**src/rtl/hzd_pkg.sv**
```systemverilog
package hzd_pkg;

  // Source chosen for one issue-stage operand
  typedef enum logic [1:0] {
    SRC_REGFILE = 2'b00,
    SRC_NEAR    = 2'b01,
    SRC_FAR     = 2'b10
  } fwd_src_e;

endpackage

```
**src/rtl/hzd_track.sv**
```systemverilog
module hzd_track #(
  parameter int RW   = 5,
  parameter int NDST = 2
) (
  input  logic               clk,
  input  logic               rst_n,
  input  logic               push,
  input  logic [NDST*RW-1:0] in_dst,
  input  logic [NDST-1:0]    in_wr,
  input  logic               in_late,
  output logic               ex_vld,
  output logic [NDST*RW-1:0] ex_dst,
  output logic [NDST-1:0]    ex_wr,
  output logic               ex_late,
  output logic               mm_vld,
  output logic [NDST*RW-1:0] mm_dst,
  output logic [NDST-1:0]    mm_wr
);

  logic [NDST-1:0] wr_masked;
  logic            ex_vld_d, mm_vld_d;
  logic            ex_en, mm_en;

  // a write to register 0 is not a real result
  for (genvar g = 0; g < NDST; g++) begin : g_mask
    assign wr_masked[g] = in_wr[g] & (|in_dst[g*RW +: RW]);
  end

  always_comb begin
    ex_vld_d = push;
    mm_vld_d = ex_vld;
    ex_en    = push;
    mm_en    = ex_vld;
  end

  always_ff @(posedge clk or negedge rst_n) begin
    if (!rst_n) begin
      ex_vld <= 1'b0;
      mm_vld <= 1'b0;
    end else begin
      ex_vld <= ex_vld_d;
      mm_vld <= mm_vld_d;
    end
  end

  always_ff @(posedge clk or negedge rst_n) begin
    if (!rst_n) begin
      ex_dst  <= '0;
      ex_wr   <= '0;
      ex_late <= 1'b0;
    end else if (ex_en) begin
      ex_dst  <= in_dst;
      ex_wr   <= wr_masked;
      ex_late <= in_late;
    end
  end

  always_ff @(posedge clk or negedge rst_n) begin
    if (!rst_n) begin
      mm_dst <= '0;
      mm_wr  <= '0;
    end else if (mm_en) begin
      mm_dst <= ex_dst;
      mm_wr  <= ex_wr;
    end
  end

endmodule

```
**src/rtl/hzd_match.sv**
```systemverilog
module hzd_match
  import hzd_pkg::*;
#(
  parameter int RW   = 5,
  parameter int NDST = 2
) (
  input  logic [RW-1:0]      src_idx,
  input  logic               src_rd,
  input  logic               src_late,
  input  logic               ex_vld,
  input  logic [NDST*RW-1:0] ex_dst,
  input  logic [NDST-1:0]    ex_wr,
  input  logic               ex_late,
  input  logic               mm_vld,
  input  logic [NDST*RW-1:0] mm_dst,
  input  logic [NDST-1:0]    mm_wr,
  output logic [1:0]         sel,
  output logic               hold
);

  logic [NDST-1:0] ex_hit_v, mm_hit_v;
  logic            live, near, far;
  fwd_src_e        src;

  for (genvar g = 0; g < NDST; g++) begin : g_cmp
    assign ex_hit_v[g] = ex_wr[g] & (ex_dst[g*RW +: RW] == src_idx);
    assign mm_hit_v[g] = mm_wr[g] & (mm_dst[g*RW +: RW] == src_idx);
  end

  always_comb begin
    live = src_rd & (|src_idx);
    near = live & ex_vld & (|ex_hit_v);
    far  = live & mm_vld & (|mm_hit_v);
    if (near)     src = SRC_NEAR;
    else if (far) src = SRC_FAR;
    else          src = SRC_REGFILE;
    sel  = src;
    hold = near & ex_late & ~src_late;
  end

endmodule

```
**src/rtl/hzd_unit.sv**
```systemverilog
module hzd_unit #(
  parameter int NSRC = 3,
  parameter int NDST = 2,
  parameter int RW   = 5
) (
  input  logic               clk,
  input  logic               rst_n,
  input  logic               iss_vld,
  input  logic [NSRC*RW-1:0] iss_src_idx,
  input  logic [NSRC-1:0]    iss_src_use,
  input  logic [NSRC-1:0]    iss_src_late,
  input  logic [NDST*RW-1:0] iss_dst_idx,
  input  logic [NDST-1:0]    iss_dst_wr,
  input  logic               iss_rdy_late,
  output logic               stall,
  output logic [2*NSRC-1:0]  fwd_sel
);

  logic               ex_vld, ex_late, mm_vld, push;
  logic [NDST*RW-1:0] ex_dst, mm_dst;
  logic [NDST-1:0]    ex_wr, mm_wr;
  logic [NSRC-1:0]    hold_v;

  hzd_track #(.RW(RW), .NDST(NDST)) u_track (
    .clk     (clk),
    .rst_n   (rst_n),
    .push    (push),
    .in_dst  (iss_dst_idx),
    .in_wr   (iss_dst_wr),
    .in_late (iss_rdy_late),
    .ex_vld  (ex_vld),
    .ex_dst  (ex_dst),
    .ex_wr   (ex_wr),
    .ex_late (ex_late),
    .mm_vld  (mm_vld),
    .mm_dst  (mm_dst),
    .mm_wr   (mm_wr)
  );

  for (genvar k = 0; k < NSRC; k++) begin : g_op
    hzd_match #(.RW(RW), .NDST(NDST)) u_match (
      .src_idx  (iss_src_idx[k*RW +: RW]),
      .src_rd   (iss_vld & iss_src_use[k]),
      .src_late (iss_src_late[k]),
      .ex_vld   (ex_vld),
      .ex_dst   (ex_dst),
      .ex_wr    (ex_wr),
      .ex_late  (ex_late),
      .mm_vld   (mm_vld),
      .mm_dst   (mm_dst),
      .mm_wr    (mm_wr),
      .sel      (fwd_sel[2*k +: 2]),
      .hold     (hold_v[k])
    );
  end

  always_comb begin
    stall = |hold_v;
    push  = iss_vld & ~stall;
  end

endmodule

```
**config.mk**
```make
export PLATFORM = sky130hd
export DESIGN_NAME = hzd_unit
export DESIGN_NICKNAME = d
export VERILOG_FILES = /design/src/rtl/hzd_pkg.sv /design/src/rtl/hzd_track.sv /design/src/rtl/hzd_match.sv /design/src/rtl/hzd_unit.sv
export SDC_FILE = /design/constraint.sdc
export NUM_CORES = 1
export LEC_CHECK = 0
export BUFFER_PORTS_ARGS = -buffer_cell sky130_fd_sc_hd__buf_2
export CELL_PAD_IN_SITES_DETAIL_PLACEMENT = 1
export CELL_PAD_IN_SITES_GLOBAL_PLACEMENT = 2
export CORE_AREA = 2 2 87 89
export CTS_CLUSTER_DIAMETER = 80
export DETAILED_ROUTE_END_ITERATION = 10
export DIE_AREA = 0 0 89 91
export PLACE_DENSITY = 0.8
export SLEW_MARGIN = 20
export SYNTH_ARGS = -nofsm -noshare
export SYNTH_HDL_FRONTEND = slang
export SYNTH_SLANG_ARGS = --single-unit
```
**constraint.sdc**
```tcl
create_clock -name clk -period 3.35 [get_ports clk]
set_input_delay 0.67 -clock clk [delete_from_list [all_inputs] [get_ports clk]]
set_output_delay 0.67 -clock clk [all_outputs]
set_load 0.01 [all_outputs]
```
=== Word-level counts from Yosys, hierarchy flattened ===
Cells that the tools add are included.

* Bitwise gates (word level): 43
* Mux-type cells: 6
* Equal/unequal tests: 12
* Reductions and logical operators: 12

{| class="wikitable"
|+ Operator list
! kind !! number
|-
| $eq 5x5->1 || 12
|-
| $and 1x1->1 || 39
|-
| $reduce_or 5->1 || 5
|-
| $mux 2 || 6
|-
| $reduce_or 2->1 || 6
|-
| $not 1->1 || 4
|-
| $reduce_or 3->1 || 1
|}

* Output and inout bits: 7
* Register bits: 27

=== Longest topological paths before layout ===
Gate-level depths: netlist (run 1).

* Depth after elaboration: 9
* Depth in mapped cells: 10
* Mapped depth without buffers: 6

=== Modules after synthesis ===
A second synthesis (run 1) with hierarchy kept.

* Cell total of the unflattened synthesis: 189
* Area total of the unflattened synthesis: 2047.0 um^2

{| class="wikitable"
|+ Modules (own cells, without submodules)
! module !! times used !! cells each !! seq. area each (um^2) !! area each (um^2)
|-
| hzd_track || 1 || 61 || 675.6 || 1052.3
|-
| hzd_match || 3 || 41 || 0.0 || 320.3
|-
| hzd_unit || 1 || 5 || 0.0 || 33.8
|}

=== Least setup slack after synthesis (run 1) ===
No wires, ideal clock.

* Kind: input to output
* Start: input iss_src_idx[10]
* End: output stall
* Data required time: 2.680 ns
* Buffers on the path: 3
* Arrival time: 2.216 ns
* Setup slack: 0.464 ns
* Stages on the path: 7
* Cell sequence: buf_6 -> or3_1 -> o311a_1 -> and4b_1 -> buf_6 -> buf_6 -> o31a_1

* Longest elaborated chain between the ends: 7
* Elaborated cells between the ends (all ways): 12
* Classes of those cells: eq/ne: 2; bitwise: 7; reduce/logical: 3

{| class="wikitable"
|+ RTL lines
! element !! RTL line !! source
|-
| start, declared || hzd_unit.sv:9 || <nowiki>input logic [NSRC*RW-1:0] iss_src_idx,</nowiki>
|-
| $eq 5x5->1 or $reduce_or 5->1 (tied branches) || hzd_match.sv:26, hzd_match.sv:31 ||
|-
| $and 1x1->1 (on tied branches) || hzd_match.sv:26, hzd_match.sv:31 ||
|-
| $reduce_or 2->1 or $and 1x1->1 (tied branches) || hzd_match.sv:32 || <nowiki>near = live & ex_vld & (|ex_hit_v);</nowiki>
|-
| $and 1x1->1 (*) || hzd_match.sv:32 ||
|-
| $and 1x1->1 (*) (2 in a row) || hzd_match.sv:38 || <nowiki>hold = near & ex_late & ~src_late;</nowiki>
|-
| $reduce_or 3->1 (*) || hzd_unit.sv:58 || <nowiki>stall = |hold_v;</nowiki>
|-
| end, declared || hzd_unit.sv:15 || <nowiki>output logic stall,</nowiki>
|}

Mark *: on every way between the ends. The rest lies on a longest branch, timed or not.

=== Final worst setup path (run 1) ===
Same ends and word-level chain as after synthesis.

==> results of run 1 <==
[flip-flops by register name, indices dropped and copies added, names as in the netlist]
| signal | flops |
|---|---|
| u_track.ex_vld | 1 |
| u_track.ex_wr | 2 |
| u_track.mm_vld | 1 |
| u_track.ex_late | 1 |
| u_track.ex_dst | 10 |
| u_track.mm_wr | 2 |
| u_track.mm_dst | 10 |
[worst min-delay path by stage]
stage                startpoint                 to  slack (ns)  cells past startpoint
4_1_cts                   rst_n  u_track.ex_dst[4]        0.43                      1
6_report                  rst_n  u_track.ex_dst[4]        0.40                      1
3_3_place_gp   u_track.mm_wr[0]   u_track.mm_wr[0]        0.63                      1
5_1_grt                   rst_n    u_track.ex_late        0.45                      1
3_5_place_dp   u_track.mm_wr[1]   u_track.mm_wr[1]        0.63                      1
2_1_floorplan    u_track.ex_vld     u_track.mm_vld        0.35                      0
[cells in the mapped netlist]
| cell type | number | area (sq um) |
|---|---|---|
| sky130_fd_sc_hd__a211oi_1 | 3 | 22.5 |
| sky130_fd_sc_hd__a222oi_1 | 12 | 120 |
| sky130_fd_sc_hd__a22o_1 | 1 | 8.76 |
| sky130_fd_sc_hd__and2_1 | 12 | 75.1 |
| sky130_fd_sc_hd__and3_1 | 1 | 6.26 |
| sky130_fd_sc_hd__and4b_1 | 3 | 30.0 |
| sky130_fd_sc_hd__buf_1 | 1 | 3.75 |
| sky130_fd_sc_hd__buf_2 | 6 | 30.0 |
| sky130_fd_sc_hd__buf_4 | 3 | 22.5 |
| sky130_fd_sc_hd__buf_6 | 8 | 90.1 |
| sky130_fd_sc_hd__clkbuf_1 | 25 | 93.8 |
| sky130_fd_sc_hd__dfrtp_1 | 27 | 676 |
| sky130_fd_sc_hd__dlygate4sd1_1 | 1 | 8.76 |
| sky130_fd_sc_hd__inv_1 | 3 | 11.3 |
| sky130_fd_sc_hd__mux2_2 | 12 | 135 |
| sky130_fd_sc_hd__nand2_1 | 21 | 78.8 |
| sky130_fd_sc_hd__nand3_1 | 20 | 100 |
| sky130_fd_sc_hd__nand4_1 | 6 | 37.5 |
| sky130_fd_sc_hd__nor2_1 | 2 | 7.51 |
| sky130_fd_sc_hd__nor4_1 | 6 | 37.5 |
| sky130_fd_sc_hd__o21a_1 | 2 | 15.0 |
| sky130_fd_sc_hd__o21ai_0 | 11 | 55.1 |
| sky130_fd_sc_hd__o21ai_1 | 1 | 5.00 |
| sky130_fd_sc_hd__o22ai_1 | 3 | 18.8 |
| sky130_fd_sc_hd__o311a_1 | 3 | 30.0 |
| sky130_fd_sc_hd__o31a_1 | 1 | 8.76 |
| sky130_fd_sc_hd__or3_1 | 3 | 18.8 |
| sky130_fd_sc_hd__or4_1 | 15 | 113 |
| sky130_fd_sc_hd__xnor2_1 | 36 | 315 |
| sky130_fd_sc_hd__xor2_1 | 24 | 210 |
[area by class of cell]
class,instances,area [sq um]
clock buffers,3,41.3
clock inverters,1,5.00
fillers,879,4570
inverters,3,11.3
multi-input cells,198,1450
flip-flops and latches,27,676
well taps,99,124
repair buffers,49,260
[per-layer routing]
layer	global-route usage	vias up
met5	0	-
met3	0.0155	9
met1	0.292	1032
met2	0.303	58
met4	0.0410	0
li1	-	981
[placed cells by master, fill, tap and decap left out, drive strengths merged, types with 3 or more instances in the layout]
cell    netlist  routed
buf          18      49
or4          15      15
and2         12      12
o21ai        12      12
xnor2        36      36
nand3        20      20
dfrtp        27      27
and4b         3       3
nand4         6       6
o311a         3       3
nor4          6       6
o22ai         3       3
nand2        21      21
xor2         24      24
a222oi       12      12
mux2         12      12
inv           3       3
a211oi        3       3
or3           3       3
clkbuf       25       3
[stage by stage]
stage	util	cell area [sq um]
3_5_place_dp	0.353	2520
4_1_cts	0.360	2570
2_1_floorplan	-	2380
6_report	0.360	2570
5_1_grt	0.360	2570
3_3_place_gp	0.353	2520
[logic make-up (layout without fill, tap and decap cells)]
| group | Yosys count | in the layout |
|---|---|---|
| AND/OR/NAND/NOR | 89 | 89 |
| multiplexers | 12 | 12 |
| flip-flops | 27 | 27 |
| buffers and inverters | 47 | 56 |
| XOR/XNOR | 60 | 60 |
| AO/OA/AOI/OAI | 37 | 37 |
[worst register-to-register path: stages (launching register included)]
cell and delay [ns]:
sky130_fd_sc_hd__dfrtp_1 0.53, sky130_fd_sc_hd__xnor2_1 0.20, sky130_fd_sc_hd__nand4_1 0.10, sky130_fd_sc_hd__o22ai_1 0.10
sky130_fd_sc_hd__and4b_1 0.23, sky130_fd_sc_hd__buf_4 0.22, sky130_fd_sc_hd__or4_1 0.53, sky130_fd_sc_hd__a22o_1 0.20
[report_power, final]
| group | internal (mW) | total (mW) | switching (mW) |
|---|---|---|---|
| Combinational | 0.155 | 0.278 | 0.123 |
| Clock | 0.0836 | 0.192 | 0.108 |
| Sequential | 0.369 | 0.481 | 0.112 |
==> results.md, run 1 <==
- Final count of negative-setup-slack endpoints: 0
- Final critical delay including setup and external delays: 2.93 ns
- Average footprint of a synthesized cell: 8.77 sq um
- Number of warning messages in the yosys log: 0
- Remaining DRCs: 0
- Layout cells sized above 1: 0.231
- Number of placed cells counting well taps: 376
- Crit Path Class: in -> out
- Post-DR vias/cell: 5.47
- FF+latch count, synth: 27
- Number of standard-cell rows in the floorplan: 31
- Worst reg2reg setup slack: 1.15 ns
- Count of cell types in the netlist: 30
- Delay-heaviest family, CP: compound AO/OA/AOI/OAI gates
- Highest routing layer actually used: met4
- Clock Latency Late Sink: 0.28 ns
- Routed WL: 7560 microns
- Worst setup slack before clock tree synthesis: 0.439 ns
- Total negative slack: 0 ns
- Post-route clock skew: 0.00524 ns
- Worst endpoint required time: 2.68 ns
- Sequential cell area fraction in the yosys report: 0.283
- Cell seen most often among critical-path stages: sky130_fd_sc_hd__buf_2
- Number of pins exceeding their max-slew limit in the final report: 0
- Highest fanout seen on the critical path: 5
- Synth Instances: 272
- Worst Path Arrival: 2.26 ns
- Die X: 89 microns
- Maximum number of pins on one net before global-route repair: 28
- ANT nets after route: 0
- Buffer count from post-CTS setup fixing: 0
- Initial antenna violation count: 0
- Worst hold margin: 0.405 ns
- Starting density of the core: 0.334
- Final weighted congestion in routability-driven placement: 0.833
- Hold Fails Final Rpt: 0
- I/O pin count: 44
- Proportion of synthesized area in mux cells: 0.0567
- Wire length of the first global-routing pass: 12000 microns
- Number of cells on the worst reg-to-reg path: 7
- Crit Reg-Reg Endpoint: u_track.ex_late
- Bufs on Longest Clock Path: 2
- Worst-case vdd ir drop: 0.159 mV
- Master of the slowest instance on the critical path: sky130_fd_sc_hd__or3_1
- Port bufs: 43
- Synth-to-layout area growth: 7.61%
- Diodes inserted: 0
- Placeable core area: 7140 sq um
- Outcome: finished, final reports clean
- Total leakage power: 1.03 nW
- Endpoint of the worst setup timing path: stall
- Total clock buffers created by CTS: 3
- Complex-gate fraction of the synthesized area: 0.119
- Netlist area before placement: 2380 sq um
- CTS H-Tree Depth: 1
- Post-CTS clock slew at the launch and capture registers of the worst setup and hold paths: 0.10 ns
- Buffer and inverter count on the worst path: 2
- Die footprint: 8100 sq um
- Final cell count without fillers: 380
- Total via count after detailed routing: 2080
- Post_cts resized: 0
- Transition at the pin with the smallest max-transition slack: 0.689 ns
- Period utilisation layout: 0.873
- Adder and majority cell fraction of the synthesized area: 0
- Beginning of the worst register-to-register path: u_track.ex_dst[1]
- Unrepaired setup endpoints after global routing: no
- Net count after synthesis: 309
- Routed met3 length: 284 microns
- Clock tree from TritonCTS: built
- Crit path capture type: output port
- Vert. Die Dim: 91 microns
- GRT Util Overall: 0.195
- Share of synthesized cell area in and, or, nand and nor gates: 0.211
- Setup crit start kind: primary input
- Fmax achieved: 0.342 GHz
- Number of nets in the layout: 319
- Via count of the first global-routing pass: 2069
- Worst setup path start: iss_src_idx[10]
- Combinational family with the most area after synthesis: XOR/XNOR gates
- Drt first pass iters: 4
- Cells along the critical path: buf_2 > or3_1 > o311a_1 > and4b_1 > o31a_1 > buf_2
- Num Clock Sinks: 27
- Metal2 WL: 3560 microns
- Parity-gate share of the synthesized area counting xor and xnor cells: 0.220
- Largest stage delay on the critical path: 0.37 ns
- DRC violation total after the first TritonRoute iteration: 143
- Clock root buffer master: sky130_fd_sc_hd__clkbuf_8
- GR Overflow Total: 0
- Estimated wirelength of the detail-placed design: 5540 microns
- Number of hold buffers added after CTS: 0
- Wire length the detailed router placed on met1: 3620 microns
- Power per unit of standard cell area: 371 nW/um^2
- Tightest slew margin relative to the limit: 0.540
- Routed length per instance: 19.9 microns
- Hold/Removal Path Class: in -> async
- Number of gates on the worst path with buffers counted: 6
- Max-cap violations: 0
- Worst Slack Setup Final: 0.424 ns
- Design Power: 951 uW
(Power assumes the default switching activity.)
==> inputs of run 2 (changes only) <==
--- a/config.mk
+++ b/config.mk
@@ -8,12 +8,13 @@
 export BUFFER_PORTS_ARGS = -buffer_cell sky130_fd_sc_hd__buf_2
 export CELL_PAD_IN_SITES_DETAIL_PLACEMENT = 1
 export CELL_PAD_IN_SITES_GLOBAL_PLACEMENT = 2
-export CORE_AREA = 2 2 87 89
+export CORE_AREA = 2 2 80 82
 export CTS_CLUSTER_DIAMETER = 80
 export DETAILED_ROUTE_END_ITERATION = 10
-export DIE_AREA = 0 0 89 91
-export PLACE_DENSITY = 0.8
+export DIE_AREA = 0 0 82 84
+export PLACE_DENSITY = 0.79
 export SLEW_MARGIN = 20
 export SYNTH_ARGS = -nofsm -noshare
 export SYNTH_HDL_FRONTEND = slang
+export SYNTH_HIERARCHICAL = 1
 export SYNTH_SLANG_ARGS = --single-unit
==> run 2 against run 1 <==
  * Sequential share of layout area rose by 3.7 points
  * Final cell count fell by 23%
  * Power fell by 6.9%
  * Via count fell by 29%
  * Global-route usage fell by 3.3 points
  * Critical path type unchanged
  * Critical endpoint unchanged
  * Highest routed layer unchanged
==> results.md, run 2 <==
- Biggest area consumer among synthesized cells: sky130_fd_sc_hd__dfrtp_1
- Count of cell types in the netlist: 24
- Layout cells sized above 1: 0.364
- Synth Flop Type: sky130_fd_sc_hd__dfrtp_1
- Clock root buffer master: sky130_fd_sc_hd__clkbuf_8
- Post-DR vias/cell: 5.00
- Hold Fails Final Rpt: 0
- Total clock buffers created by CTS: 3
- Number of warning messages in the yosys log: 6
- Num Clock Sinks: 27
- Setup crit start kind: primary input
- GRT Util Overall: 0.161
- Unrepaired setup endpoints after global routing: no
- Design Power: 885 uW
- Final weighted congestion in routability-driven placement: 0.856
- Commonest cells after routing, fill and taps aside: sky130_fd_sc_hd__xnor2_1 (60), sky130_fd_sc_hd__buf_2 (43), sky130_fd_sc_hd__dfrtp_1 (27)
- Total via count after detailed routing: 1469
- Starting density of the core: 0.336
- ANT nets after route: 0
- Largest stage delay on the critical path: 0.44 ns
- I/O pin count: 44
- Synth Instances: 189
- Number of synthesized flops with an enable pin: 0
- Crit Path Class: in -> out
- Buffer and inverter count on the worst path: 2
- Post_cts resized: 0
- Fmax achieved: 0.352 GHz
- Routed length per instance: 17.6 microns
- Final critical delay including setup and external delays: 2.84 ns
- Top cells by instance count after synthesis: sky130_fd_sc_hd__xnor2_1 (60), sky130_fd_sc_hd__dfrtp_1 (27), sky130_fd_sc_hd__mux2_2 (16)
- Number of standard-cell rows in the floorplan: 29
- Drt first pass iters: 4
- Top-area cell type share of the netlist area: 0.330
- Worst-case vdd ir drop: 0.159 mV
- Hold/Removal Path Class: in -> async
- Number of pins exceeding their max-slew limit in the final report: 0
- Netlist area before placement: 2050 sq um
- Delay-heaviest family, CP: simple AND/OR/NAND/NOR gates
- Cells along the critical path: buf_2 > xnor2_1 > nand4_1 > o22a_1 > nor4b_1 > or3_1 > buf_2
- Power per unit of standard cell area: 393 nW/um^2
- Tightest slew margin relative to the limit: 0.578
- Clock tree from TritonCTS: built
- Placeable core area: 6100 sq um
- Bufs on Longest Clock Path: 2
- Diodes inserted: 0
- Maximum number of pins on one net before global-route repair: 28
- Routed WL: 5170 microns
- Number of hold buffers added after CTS: 0
- Die X: 82 microns
- Post-route clock skew: 0.0109 ns
- Die footprint: 6890 sq um
- Remaining DRCs: 0
- Initial antenna violation count: 0
- Average footprint of a synthesized cell: 10.8 sq um
- Period utilisation layout: 0.847
- Final count of negative-setup-slack endpoints: 0
- Number of filler cells placed in the layout: 722
- Vert. Die Dim: 84 microns
- Net count after synthesis: 226
- Outcome: finished, final reports clean
- Port bufs: 43
- Post-CTS clock slew at the launch and capture registers of the worst setup and hold paths: 0.10 ns
- DRC violation total after the first TritonRoute iteration: 54
- FFs w/ async S/R, synth: 1.00
- Sequential cell area fraction in the yosys report: 0.330
- FF+latch count, synth: 27
- Top cells by area in the synthesized netlist: sky130_fd_sc_hd__dfrtp_1 (33%), sky130_fd_sc_hd__xnor2_1 (26%), sky130_fd_sc_hd__mux2_2 (8.8%)
- Clock Latency Late Sink: 0.28 ns
- Crit path capture type: output port
- Most common cell after layout, fill and taps aside: sky130_fd_sc_hd__xnor2_1
- CTS H-Tree Depth: 1
- Max-cap violations: 0
- Highest fanout seen on the critical path: 5
- Wire length of the first global-routing pass: 8350 microns
- Total negative slack: 0 ns
- Synth-to-layout area growth: 10.0%
- Master of the slowest instance on the critical path: sky130_fd_sc_hd__nor4b_1
- Buffer count from post-CTS setup fixing: 0
- Cell seen most often among critical-path stages: sky130_fd_sc_hd__buf_2
- Estimated wirelength of the detail-placed design: 4200 microns
- Worst Path Arrival: 2.17 ns
- Via count of the first global-routing pass: 1613
- Most frequently used cell type in the post-synthesis netlist: sky130_fd_sc_hd__xnor2_1
- Transition at the pin with the smallest max-transition slack: 0.632 ns
- Number of nets in the layout: 255
- Largest regs: u_track/ex_dst: 10 flops, u_track/mm_dst: 10 flops
- GR Overflow Total: 0
- Total leakage power: 0.882 nW
- Worst endpoint required time: 2.68 ns
-- run 2: changes by cell type after synthesis, sizes merged, moves of 11 or more --
cell,before,now
clkbuf,25,0
xnor2,36,60
xor2,24,0
nand2,21,6
nand3,20,6
a222oi,12,0
or4,15,3
mux2,12,23
-- run 2: path summary, 6_finish.rpt --
| path | startpoint | end | slack [ns] | depth (start not counted) |
|---|---|---|---|---|
| max | iss_src_idx[2] | stall | 0.51 | 7 |
| min | rst_n | u_track/ex_dst[7] | 0.39 | 1 |
| max reg2reg | u_track/ex_vld | u_track/ex_dst[2] | 0.99 | 7 |
| min reg2reg | u_track/mm_wr[1] | u_track/mm_wr[1] | 0.58 | 1 |
| max in group asynchronous | rst_n | u_track/mm_dst[6] | 2.53 | 1 |
| min in group clk | u_track/mm_wr[1] | u_track/mm_wr[1] | 0.58 | 1 |
-- run 2: per-stage QoR --
stage,hold WS (ns),area [sq um],setup WS [ns],std cells,util
floorplan,0.374,2050,0.699,189,-
global placement,0.553,2210,0.544,290,0.362
detailed placement,0.562,2210,0.513,290,0.362
CTS,0.419,2250,0.512,294,0.369
global route,0.433,2250,0.375,294,0.369
finish,0.393,2250,0.513,294,0.369
-- run 2: layout make-up --
class	count	area [sq um]	share of cell area
flip-flops and latches	27	676	0.300
clock buffers	3	41.3	0.0183
repair buffers	45	230	0.102
well taps	77	96.3	0.0428
clock inverters	1	5.00	0.00222
multi-input cells	141	1200	0.534
-- run 2: cells by family (layout without fill, tap and decap cells) --
kind of cell           after synthesis  in the layout  synth area share
AO/OA/AOI/OAI                       11             11            0.0403
buffers and inverters               21             49            0.0850
flip-flops                          27             27             0.330
multiplexers                        25             25             0.149
AND/OR/NAND/NOR                     45             45             0.139
XOR/XNOR                            60             60             0.257
-- run 2: routing by layer --
metal	part of all wire	up-vias	track usage	wire (microns)
li1	-	702	-	-
met5	0	-	0	0
met2	0.48	31	0.261	2490
met4	0.0043	0	0.0409	22
met3	0.037	2	0.0141	190
met1	0.48	734	0.229	2470
-- run 2: power by group --
group          internal [mW]  switching (mW)
registers              0.365          0.0756
clock network         0.0835           0.106
logic                  0.152           0.104
==> inputs of run 3 (changes only) <==
--- a/config.mk
+++ b/config.mk
@@ -8,11 +8,11 @@
 export BUFFER_PORTS_ARGS = -buffer_cell sky130_fd_sc_hd__buf_2
 export CELL_PAD_IN_SITES_DETAIL_PLACEMENT = 1
 export CELL_PAD_IN_SITES_GLOBAL_PLACEMENT = 2
-export CORE_AREA = 2 2 80 82
+export CORE_AREA = 2 2 85 87
 export CTS_CLUSTER_DIAMETER = 80
 export DETAILED_ROUTE_END_ITERATION = 10
-export DIE_AREA = 0 0 82 84
-export PLACE_DENSITY = 0.79
+export DIE_AREA = 0 0 87 89
+export PLACE_DENSITY = 0.73
 export SLEW_MARGIN = 20
 export SYNTH_ARGS = -nofsm -noshare
 export SYNTH_HDL_FRONTEND = slang
==> constraint.sdc (replaced) <==
create_clock -name clk -period 2.5 [get_ports clk]
set_input_delay 0.5 -clock clk [delete_from_list [all_inputs] [get_ports clk]]
set_output_delay 0.5 -clock clk [all_outputs]
set_load 0.01 [all_outputs]
==> run 3 against run 2 <==
  * Design area is 7.6% higher
  * Clock skew is 0.0066 ns lower
  * Combinational power is 43% higher
  * Count of clock-buffer cells in the layout is 1 higher
  * Wire length is 3.2% higher
  * Utilization is 0.88 points lower
  * Worst hold slack worse by 0.16 ns
  * Worst setup slack worse by 0.48 ns
  * Critical path depth is 1 lower
  * Non-clock buffer count is 8 higher
  * Register-to-register slack worse by 0.70 ns
  * First-iteration DRC count is 78% lower
  * Critical path type unchanged
  * Critical endpoint unchanged
==> results.md, run 3 (same netlist as run 2, synthesis figures left out) <==
- Transition at the pin with the smallest max-transition slack: 0.608 ns
- Total leakage power: 0.948 nW
- Switching Power: 380 uW
- Most common cell after layout, fill and taps aside: sky130_fd_sc_hd__xnor2_1
- Layout cells sized above 1: 0.431
- Final count of negative-setup-slack endpoints: 0
- Part of the power in the clock network: 0.205
- Standard cell area after detailed placement: 2250 sq um
- Hold/Removal Path Class: in -> async
- Tightest slew margin relative to the limit: 0.595
- Placeable core area: 6720 sq um
- Number of standard-cell rows in the floorplan: 30
- CTS H-Tree Depth: 1
- Synth-to-layout area growth: 18.4%
- Relative contribution of combinational cells to total power: 0.302
- Final weighted congestion in routability-driven placement: 0.808
- DRC violation total after the first TritonRoute iteration: 12
- Clock Latency Late Sink: 0.27 ns
- Number of hold buffers added after CTS: 0
- Switching Share: 0.315
- Worst-case vdd ir drop: 0.222 mV
- Worst Path Arrival: 1.97 ns
- Drt first pass iters: 4
- Bufs on Longest Clock Path: 2
- Post-DR vias/cell: 4.92
- Number of nets in the layout: 263
- Crit path capture type: output port
- Die footprint: 7740 sq um
- I/O pin count: 44
- Setup crit start kind: primary input
- Routed length per instance: 17.5 microns
- Post-route clock skew: 0.00422 ns
- Vert. Die Dim: 89 microns
- Worst endpoint required time: 2.00 ns
- Estimated wirelength of the detail-placed design: 4270 microns
- GR Overflow Total: 0
- Remaining DRCs: 0
- Wire length of the first global-routing pass: 8250 microns
- Number of filler cells placed in the layout: 778
- Final standard cell area without fillers: 2420 sq um
- Number of pins exceeding their max-slew limit in the final report: 0
- Highest fanout seen on the critical path: 5
- Hold Fails Final Rpt: 0
- Starting density of the core: 0.305
- Total via count after detailed routing: 1501
- Total clock buffers created by CTS: 3
- Post-CTS clock slew at the launch and capture registers of the worst setup and hold paths: 0.09 ns
- GRT Util Overall: 0.142
- Port bufs: 43
- Fmax achieved: 0.405 GHz
- Maximum number of pins on one net before global-route repair: 28
- Crit Path Class: in -> out
- Clock tree from TritonCTS: built
- Largest regs: u_track/ex_dst: 10 flops, u_track/mm_dst: 10 flops
- Max-cap violations: 0
- Power per unit of standard cell area: 498 nW/um^2
- Final critical delay including setup and external delays: 2.47 ns
- Die X: 87 microns
- Num Clock Sinks: 27
- Via count of the first global-routing pass: 1536
- Share of total power in sequential cells: 0.492
- Pint: 827 uW
- Diodes inserted: 0
- Clock root buffer master: sky130_fd_sc_hd__clkbuf_8
- Routed WL: 5330 microns
- Initial antenna violation count: 0
- Period utilisation layout: 0.987
- Worst hold margin: 0.229 ns
- ANT nets after route: 0
- Outcome: finished, final reports clean
- Commonest cells after routing, fill and taps aside: sky130_fd_sc_hd__xnor2_1 (60), sky130_fd_sc_hd__buf_2 (38), sky130_fd_sc_hd__dfrtp_1 (19)
[run 3: cell types whose count changed in the layout (fill, tap and decap cells not counted), moves of 5 or more]
cell,change
sky130_fd_sc_hd__dfrtp_2,+8
sky130_fd_sc_hd__buf_2,-5
sky130_fd_sc_hd__dfrtp_1,-8
sky130_fd_sc_hd__buf_4,+9
[run 3: power groups by stage]
| stage | Clock (mW) | Sequential, mW | Combinational (mW) |
|---|---|---|---|
| 2_1_floorplan | 0 | 0.564 | 0.286 |
| 3_3_place_gp | 0 | 0.599 | 0.344 |
| 3_5_place_dp | 0 | 0.602 | 0.351 |
| 4_1_cts | 0.262 | 0.593 | 0.354 |
| 5_1_grt | 0.278 | 0.608 | 0.401 |
| 6_report | 0.248 | 0.594 | 0.365 |
[run 3: critical path, cell delays in order]
cell and delay [ns]:
sky130_fd_sc_hd__buf_8 0.11, sky130_fd_sc_hd__or4_4 0.56, sky130_fd_sc_hd__o21ai_4 0.21, sky130_fd_sc_hd__nor4b_4 0.07, sky130_fd_sc_hd__or3_1 0.37, sky130_fd_sc_hd__buf_2 0.15
[run 3: path summary, 6_finish.rpt]
check | from | end | depth (start not counted) | slack, ns
worst max-delay path | iss_src_idx[8] | stall | 6 | 0.03
worst min-delay path | rst_n | u_track/mm_dst[2] | 1 | 0.23
worst max register to register | u_track/ex_dst[0] | u_track/ex_wr[0] | 8 | 0.29
worst min register to register | u_track/mm_wr[1] | u_track/mm_wr[1] | 1 | 0.60
max in group asynchronous | rst_n | u_track/ex_dst[4] | 1 | 1.84
min in group clk | iss_rdy_late | u_track/ex_late | 2 | 0.45
[run 3: final cells by class]
| cell class | instances | area (sq um) | area share |
|---|---|---|---|
| Timing Repair Buffer | 53 | 322 | 0.133 |
| Clock buffer | 4 | 45.0 | 0.0186 |
| Multi-Input combinational cell | 141 | 1270 | 0.525 |
| Sequential cell | 27 | 686 | 0.283 |
| Tap cell | 80 | 100 | 0.0413 |
[run 3: timing repair]
action	CTS	global route
endpoints found under the hold margin	0	0
pin swaps	0	9
setup endpoints to repair	1	1
gates resized for setup	3	29
gates cloned	0	0
setup buffers	0	2
[run 3: metal layers]
metal  up-vias  GRT usage  wire length [microns]
met1       744      0.199                   2520
met4         0     0.0384                     52
met2        31      0.230                   2570
met3         5     0.0185                    181
li1        721          -                      -
met5         -          0                      0
[run 3: metrics by stage]
stage,setup TNS (ns),utilization,cells,setup slack [ns],total power [mW]
after floorplan,0,-,189,0.0192,0.850
after global placement,-0.183,0.336,299,-0.0382,0.943
after detailed placement,-0.277,0.336,299,-0.0779,0.953
after CTS,0,0.345,303,0.0272,1.21
after global routing,-0.0127,0.361,305,-0.0127,1.29
final,0,0.361,305,0.0319,1.21
